<file path="src/rtl/dshot_pkg.sv">
// Package: shared frame constants and the check-nibble function for the
// four-channel pulse-width-coded transmitter.
// Assumes an 11-bit value field, one telemetry-request bit and a 4-bit nibble.
package dshot_pkg;

    localparam int VAL_W      = 11;
    localparam int CHK_W      = 4;
    localparam int FRAME_BITS = VAL_W + 1 + CHK_W;
    localparam logic TLM_REQ  = 1'b0;

    typedef logic [VAL_W-1:0]      dval_t;
    typedef logic [FRAME_BITS-1:0] dframe_t;

    // Inverted XOR of three nibbles of the value shifted into frame position.
    function automatic logic [CHK_W-1:0] chk_nibble(input dval_t v, input logic tlm);
        logic [15:0] x;
        x = {v, tlm, 4'b0000};
        return ~(x[3:0] ^ x[7:4] ^ x[11:8]);
    endfunction

    // Whole frame: value, telemetry bit, check nibble, MSB sent first.
    function automatic dframe_t build_frame(input dval_t v);
        return {v, TLM_REQ, chk_nibble(v, TLM_REQ)};
    endfunction

endpackage

</file>
<file path="src/rtl/dshot_timebase.sv">
// Module: dshot_timebase
// Shared slot/bit counter for all channels. Alternates between an idle gap of
// IDLE_BITS bit periods and a frame of FRAME_BITS bit periods, starting idle.
// Assumes BIT_PERIOD >= 2 and IDLE_BITS >= 1.
module dshot_timebase
    import dshot_pkg::*;
#(
    parameter int BIT_PERIOD = 280,
    parameter int IDLE_BITS  = 32,
    parameter int SLOT_W     = $clog2(BIT_PERIOD),
    parameter int BIT_W      = 5
) (
    input  logic              clk,
    input  logic              rst_n,
    output logic [SLOT_W-1:0] slot,
    output logic              in_frame,
    output logic              bit_adv,
    output logic              start_evt,
    output logic              end_evt
);

    localparam logic [SLOT_W-1:0] SLOT_LAST  = SLOT_W'(BIT_PERIOD - 1);
    localparam logic [BIT_W-1:0]  IDLE_LAST  = BIT_W'(IDLE_BITS - 1);
    localparam logic [BIT_W-1:0]  FRAME_LAST = BIT_W'(FRAME_BITS - 1);

    logic [SLOT_W-1:0] slot_q;
    logic [BIT_W-1:0]  bit_q;
    logic              frame_q;

    // Decode end-of-slot, start-of-frame and end-of-frame events.
    always_comb begin
        bit_adv   = (slot_q == SLOT_LAST);
        start_evt = !frame_q && bit_adv && (bit_q == IDLE_LAST);
        end_evt   = frame_q && bit_adv && (bit_q == FRAME_LAST);
    end

    // Advance slot and bit counters; flip phase at the end of gap or frame.
    always_ff @(posedge clk) begin
        if (!rst_n) begin
            slot_q  <= '0;
            bit_q   <= '0;
            frame_q <= 1'b0;
        end else if (bit_adv) begin
            slot_q <= '0;
            if (start_evt || end_evt) begin
                bit_q   <= '0;
                frame_q <= !frame_q;
            end else begin
                bit_q <= bit_q + BIT_W'(1);
            end
        end else begin
            slot_q <= slot_q + SLOT_W'(1);
        end
    end

    assign slot     = slot_q;
    assign in_frame = frame_q;

endmodule

</file>
<file path="src/rtl/dshot_dbuf.sv">
// Module: dshot_dbuf
// Two banks of channel values with a front index. Loads go to the back bank.
// The index flips at a frame start only if a load is pending. A load in the
// start cycle is written to the bank that is back after that flip.
module dshot_dbuf
    import dshot_pkg::*;
#(
    parameter int NUM_CH = 4,
    parameter int BUS_W  = NUM_CH * VAL_W
) (
    input  logic             clk,
    input  logic             rst_n,
    input  logic             load,
    input  logic [BUS_W-1:0] load_values,
    input  logic             start_evt,
    output logic [BUS_W-1:0] frame_values
);

    logic [BUS_W-1:0] bank_q [2];
    logic             front_q;
    logic             pend_q;
    logic             swap;
    logic             wr_sel;
    logic             rd_sel;

    // Choose which bank is written and which feeds the starting frame.
    always_comb begin
        swap   = start_evt && pend_q;
        wr_sel = swap ? front_q : !front_q;
        rd_sel = swap ? !front_q : front_q;
        frame_values = bank_q[rd_sel];
    end

    // Store loads, track pending data and flip the front index.
    always_ff @(posedge clk) begin
        if (!rst_n) begin
            bank_q[0] <= '0;
            bank_q[1] <= '0;
            front_q   <= 1'b0;
            pend_q    <= 1'b0;
        end else begin
            if (load) begin
                bank_q[wr_sel] <= load_values;
            end
            if (swap) begin
                front_q <= !front_q;
            end
            if (load) begin
                pend_q <= 1'b1;
            end else if (start_evt) begin
                pend_q <= 1'b0;
            end
        end
    end

endmodule

</file>
<file path="src/rtl/dshot_frame_enc.sv">
// Module: dshot_frame_enc
// Combinational frame assembly for every channel: value, telemetry bit and
// check nibble. Assumes channel c sits in bits [VAL_W*c +: VAL_W].
module dshot_frame_enc
    import dshot_pkg::*;
#(
    parameter int NUM_CH = 4
) (
    input  logic [NUM_CH*VAL_W-1:0]      values,
    output logic [NUM_CH*FRAME_BITS-1:0] frames
);

    for (genvar ch = 0; ch < NUM_CH; ch++) begin : g_ch
        // Build one channel's 16-bit frame.
        always_comb begin
            frames[ch*FRAME_BITS +: FRAME_BITS] = build_frame(values[ch*VAL_W +: VAL_W]);
        end
    end

endmodule

</file>
<file path="src/rtl/dshot_bit_shaper.sv">
// Module: dshot_bit_shaper
// Holds a shift register per channel, loaded at frame start and shifted at
// each slot end. Each line is high while the slot count is below the compare
// value picked by the current MSB. Assumes HIGH_ZERO < HIGH_ONE < BIT_PERIOD.
module dshot_bit_shaper
    import dshot_pkg::*;
#(
    parameter int NUM_CH    = 4,
    parameter int HIGH_ONE  = 210,
    parameter int HIGH_ZERO = 105,
    parameter int SLOT_W    = 9
) (
    input  logic                         clk,
    input  logic                         rst_n,
    input  logic                         start_evt,
    input  logic                         bit_adv,
    input  logic                         in_frame,
    input  logic [SLOT_W-1:0]            slot,
    input  logic [NUM_CH*FRAME_BITS-1:0] frames,
    output logic [NUM_CH-1:0]            line
);

    localparam logic [SLOT_W-1:0] CMP_ONE  = SLOT_W'(HIGH_ONE);
    localparam logic [SLOT_W-1:0] CMP_ZERO = SLOT_W'(HIGH_ZERO);

    for (genvar ch = 0; ch < NUM_CH; ch++) begin : g_ch
        dframe_t sh_q;

        // Capture the frame at start, then move to the next bit each slot.
        always_ff @(posedge clk) begin
            if (!rst_n) begin
                sh_q <= '0;
            end else if (start_evt) begin
                sh_q <= frames[ch*FRAME_BITS +: FRAME_BITS];
            end else if (bit_adv && in_frame) begin
                sh_q <= {sh_q[FRAME_BITS-2:0], 1'b0};
            end
        end

        // Compare the slot count with the selected high time.
        always_comb begin
            line[ch] = in_frame && (slot < (sh_q[FRAME_BITS-1] ? CMP_ONE : CMP_ZERO));
        end
    end

endmodule

</file>
<file path="src/rtl/dshot_quad_tx.sv">
// Module: dshot_quad_tx (top)
// Four-channel pulse-width-coded frame transmitter with a double-buffered
// value store, a shared timebase and a frame completion pulse.
// Assumes a synchronous active-low reset and IDLE_BITS >= 1.
module dshot_quad_tx
    import dshot_pkg::*;
#(
    parameter int NUM_CH     = 4,
    parameter int BIT_PERIOD = 280,
    parameter int HIGH_ONE   = 210,
    parameter int HIGH_ZERO  = 105,
    parameter int IDLE_BITS  = 32
) (
    input  logic                    clk,
    input  logic                    rst_n,
    input  logic                    load,
    input  logic [NUM_CH*VAL_W-1:0] load_values,
    output logic [NUM_CH-1:0]       dshot_out,
    output logic                    frame_done
);

    localparam int SLOT_W   = $clog2(BIT_PERIOD);
    localparam int BIT_SPAN = (IDLE_BITS > FRAME_BITS) ? IDLE_BITS : FRAME_BITS;
    localparam int BIT_W    = $clog2(BIT_SPAN);

    logic [SLOT_W-1:0]            slot;
    logic                         in_frame;
    logic                         bit_adv;
    logic                         start_evt;
    logic                         end_evt;
    logic [NUM_CH*VAL_W-1:0]      frame_values;
    logic [NUM_CH*FRAME_BITS-1:0] frames;
    logic                         done_q;

    dshot_timebase #(
        .BIT_PERIOD (BIT_PERIOD),
        .IDLE_BITS  (IDLE_BITS),
        .SLOT_W     (SLOT_W),
        .BIT_W      (BIT_W)
    ) u_tb (
        .clk       (clk),
        .rst_n     (rst_n),
        .slot      (slot),
        .in_frame  (in_frame),
        .bit_adv   (bit_adv),
        .start_evt (start_evt),
        .end_evt   (end_evt)
    );

    dshot_dbuf #(
        .NUM_CH (NUM_CH)
    ) u_buf (
        .clk          (clk),
        .rst_n        (rst_n),
        .load         (load),
        .load_values  (load_values),
        .start_evt    (start_evt),
        .frame_values (frame_values)
    );

    dshot_frame_enc #(
        .NUM_CH (NUM_CH)
    ) u_enc (
        .values (frame_values),
        .frames (frames)
    );

    dshot_bit_shaper #(
        .NUM_CH    (NUM_CH),
        .HIGH_ONE  (HIGH_ONE),
        .HIGH_ZERO (HIGH_ZERO),
        .SLOT_W    (SLOT_W)
    ) u_shape (
        .clk       (clk),
        .rst_n     (rst_n),
        .start_evt (start_evt),
        .bit_adv   (bit_adv),
        .in_frame  (in_frame),
        .slot      (slot),
        .frames    (frames),
        .line      (dshot_out)
    );

    // Register the end-of-frame event as a one-clock completion pulse.
    always_ff @(posedge clk) begin
        if (!rst_n) begin
            done_q <= 1'b0;
        end else begin
            done_q <= end_evt;
        end
    end

    assign frame_done = done_q;

endmodule

</file>
<file path="config.mk">
export PLATFORM = sky130hd
export DESIGN_NAME = dshot_quad_tx
export DESIGN_NICKNAME = d
export VERILOG_FILES = /design/src/rtl/dshot_pkg.sv /design/src/rtl/dshot_timebase.sv /design/src/rtl/dshot_dbuf.sv /design/src/rtl/dshot_frame_enc.sv /design/src/rtl/dshot_bit_shaper.sv /design/src/rtl/dshot_quad_tx.sv
export SDC_FILE = /design/constraint.sdc
export NUM_CORES = 1
export LEC_CHECK = 0
export ABC_CLOCK_PERIOD_IN_PS = 6100
export CAP_MARGIN = 10
export CORE_AREA = 5 5 146 148
export DETAILED_ROUTE_END_ITERATION = 7
export DIE_AREA = 0 0 151 153
export SYNTH_ARGS = -nofsm -noshare
export SYNTH_HDL_FRONTEND = slang
export SYNTH_SLANG_ARGS = --single-unit
</file>
<file path="constraint.sdc">
create_clock -name clk -period 6.1 [get_ports clk]
set_input_delay 0.915 -clock clk [delete_from_list [all_inputs] [get_ports clk]]
set_output_delay 0.915 -clock clk [all_outputs]
set_load 0.05 [all_outputs]
</file>
==> results by group <==
STA
  • Period utilisation layout: 0.635
  • Max-slew headroom: 0.203
  • Setup ws final: 2.23 ns
  • Final Hold Viols: 0
  • Pins Over Slew Limit: 0
  • Achievable Freq: 258 MHz
  • WHS: 0.471 ns
  • Setup violations, final: 0
  • Worst-Margin Slew: 1.19 ns
  • RSZ-0062 raised after global routing: false
  • Layout Skew: 0.00951 ns
  • Final min period: 3.87 ns
  • Setup TNS: 0 ns

Clock network
  • Worst-path clk slew: 0.07 ns
  • Hold_buf cts: 0
  • Clk sinks: 170
  • # H-tree levels: 4
  • Setup bufs post-CTS: 0
  • CTS max path bufs: 2
  • Root buf cell: clkbuf_16
  • CTS tree: yes
  • Skew-Pair Late Insertion Delay: 0.43 ns
  • TritonCTS buffer count: 17
  • Cts repair resizes: 0

Placement
  • GP Congestion: 0.785
  • Post-placement setup slack: 2.23 ns
  • Post-DP HPWL: 11,700 µm
  • PortBufs: 51

Pwr
  • Leakage: 0.00333 µW
  • Clock group share of total power: 0.433
  • Maximum vdd drop: 0.221 mV
  • Comb power frac: 0.055
  • Sequential Power Share: 0.511
  • Int Pwr: 1910 µW
  • Power Dens Cells: 267 nW/µm²
  • Psw: 548 µW
  • Net Sw Frac: 0.223

Detailed routing
  • DRT Wirelength: 19,100 µm
  • Vias: 5,835
  • First drt pass iteration count: 5
  • Drt wl/cell: 17.6 µm
  • Antenna viol nets, final: 0
  • DR iter-0 viols: 485
  • Via/cell ratio: 5.40
  • Residual DRC count: 0

Global route
  • Grt total ovfl: 0
  • Vias in the first global route: 5,611
  • Initial antenna violation count: 0
  • First-pass GRT wire length: 30,300 µm
  • Largest net degree at the start of global routing: 49
  • Total GRT Usage: 0.169

Synthesis
  • Post-Syn Nets: 836
  • Sequential share of the synthesized area: 0.549
  • Synth Register Bits: 170
  • Synthesized instance count: 765
  • Area of the mapped netlist: 7800 µm²
  • Ys async rst share: 0
  • Ys Warns: 0
  • EDFF count, synth: 88
  • Main synth FF type: edfxtp_1
  • Count of different cell masters after synthesis: 49
  • Synth Area per Inst: 10.2 µm²

Critical path
  • Worst setup SP type: flip-flop
  • Crit path depth: 9
  • CP bufs+invs: 2
  • Worst Setup End Kind: flip-flop
  • Cell chain of the critical path: ha_1 > and3_1 > ha_1 > nand3b_1 > or3_4 > xor2_4 > buf_4 > o21ai_4 > buf_4
  • Critical Path Max Stage Delay: 0.72 ns
  • CP max-delay cell: o21ai_4
  • CP required: 6.19 ns
  • Crit Path Max Fanout: 46
  • Kind of critical path: flip-flop to flip-flop
  • Worst r2r path cells: 9
  • Arr. time, crit path: 3.96 ns
  • Crit path max-delay family: simple AND/OR/NAND/NOR gates

Run
  • Max-cap violations: 0

Floorplan
  • Initial Utilization: 0.392
  • Die area: 23,100 µm²
  • Die Wd: 151 µm
  • Core ar.: 19,900 µm²
  • Std-Cell Rows: 52
  • Die H: 153 µm
  • # IOs: 52

Final layout
  • Area occupied by multi-input gates: 3350 µm²
  • Final net count: 869
  • Fillers: 1,904
  • Fraction of final layout cells with drive strength greater than 1: 0.0727
  • Area Growth Syn to Fin: 18.1%
  • Register area: 4280 µm²
  • Diode count: 0

Min path
  • Worst Hold Class: flip-flop to flip-flop
  • Hold depth: 2

Run status
  • Result of the run: finished clean
state kept, by name, indices dropped and copies added (netlist names):
signal	count
frame_done	1
u_buf.bank_q	88
u_buf.front_q	1
u_buf.pend_q	1
u_shape.g_ch.sh_q	64
u_tb.bit_q	5
u_tb.in_frame	1
u_tb.slot	9
path summary, 6_finish.rpt:
path | from | endpoint | slack [ns]
max reg2reg | u_tb.bit_q[0] | u_buf.bank_q[0][37] | 2.23
min | u_shape.g_ch[0].sh_q[3] | u_shape.g_ch[0].sh_q[3] | 0.47
max | u_tb.bit_q[0] | u_buf.bank_q[0][37] | 2.23
min reg2reg | u_shape.g_ch[0].sh_q[3] | u_shape.g_ch[0].sh_q[3] | 0.47
through the flow:
step	cell area [µm²]	cells	util	power, µW
6_report	9220	1081	0.463	2460
5_1_grt	9220	1081	0.463	2540
4_1_cts	9220	1081	0.463	2480
3_5_place_dp	8630	1049	0.433	1420
3_3_place_gp	8630	1049	0.433	1420
2_1_floorplan	7800	765	-	1360
layout make-up:
class,count,share of cell area
Clock inverter,13,0.0156
Clock buffer,19,0.0481
Sequential cell,170,0.465
Multi-Input combinational cell,533,0.364
Timing Repair Buffer,64,0.0660
Tap cell,270,0.0367
Inverter,12,0.00489
routing by layer:
| metal | GRT usage | vias to the layer above | part of all wire | wire, µm |
|---|---|---|---|---|
| met1 | 0.232 | 2809 | 0.46 | 8770 |
| li1 | - | 2856 | - | - |
| met5 | 0 | - | 0 | 0 |
| met3 | 0.0281 | 18 | 0.047 | 903 |
| met4 | 0.0484 | 0 | 0.012 | 223 |
| met2 | 0.274 | 152 | 0.48 | 9170 |
worst min-delay path, cell delays in order, from the launching register on:
cell	delay, ns
dfxtp_1	0.33
nand2_1	0.05
o211ai_1	0.06
logic make-up after synthesis:
kind of cell,synth area share
mux,0.0284
simple gates,0.147
buf+inv,0.0324
xor+xnor,0.0415
compound gates,0.163
fa+ha+maj,0.0385
flops,0.549
Yosys cell counts (all sizes together) (3+ instances only):
| cell | number | area [µm²] |
|---|---|---|
| nand3 | 21 | 105 |
| xnor2 | 17 | 168 |
| dfxtp | 82 | 1640 |
| a22o | 17 | 149 |
| a21oi | 44 | 220 |
| or3 | 3 | 23.8 |
| a32oi | 16 | 140 |
| o21ai | 41 | 205 |
| a31oi | 5 | 31.3 |
| and3 | 11 | 68.8 |
| inv | 12 | 45.0 |
| edfxtp | 88 | 2640 |
| a221oi | 3 | 26.3 |
| buf | 22 | 103 |
| o211ai | 8 | 60.1 |
| o31a | 4 | 35.0 |
| clkbuf | 28 | 105 |
| nand2 | 64 | 240 |
| a22oi | 32 | 240 |
| o22ai | 12 | 75.1 |
| a221o | 8 | 80.1 |
| mux2i | 21 | 210 |
| ha | 24 | 300 |
| xor2 | 17 | 156 |
| nor2 | 136 | 510 |
| nor3 | 10 | 55.1 |
power by group through the flow:
stage	combinational, µW	clock (µW)	sequential (µW)
global route	151	1130	1260
CTS	139	1090	1260
global placement	138	0	1280
floorplan	77.2	0	1280
finish	136	1070	1260
detailed placement	138	0	1280
cell usage in the layout (no fill, tap or decap), types with 3 or more instances in the layout:
cell,n
nor2_1,135
edfxtp_1,88
dfxtp_1,82
nand2_1,64
clkdlybuf4s50_1,51
a21oi_1,44
o21ai_0,35
a22oi_1,32
ha_1,24
nand3_1,21
mux2i_1,21
a22o_1,17
clkbuf_16,17
a32oi_1,16
xnor2_1,16
xor2_1,15
buf_4,13
o22ai_1,12
inv_1,11
and3_1,11
nor3_1,9
o211ai_1,8
a221o_1,8
o31a_1,4
a31oi_1,4
o21ai_1,4
clkinv_4,4
a221oi_1,3
clkinvlp_4,3
Note: power is estimated with default switching activity, not from simulation.
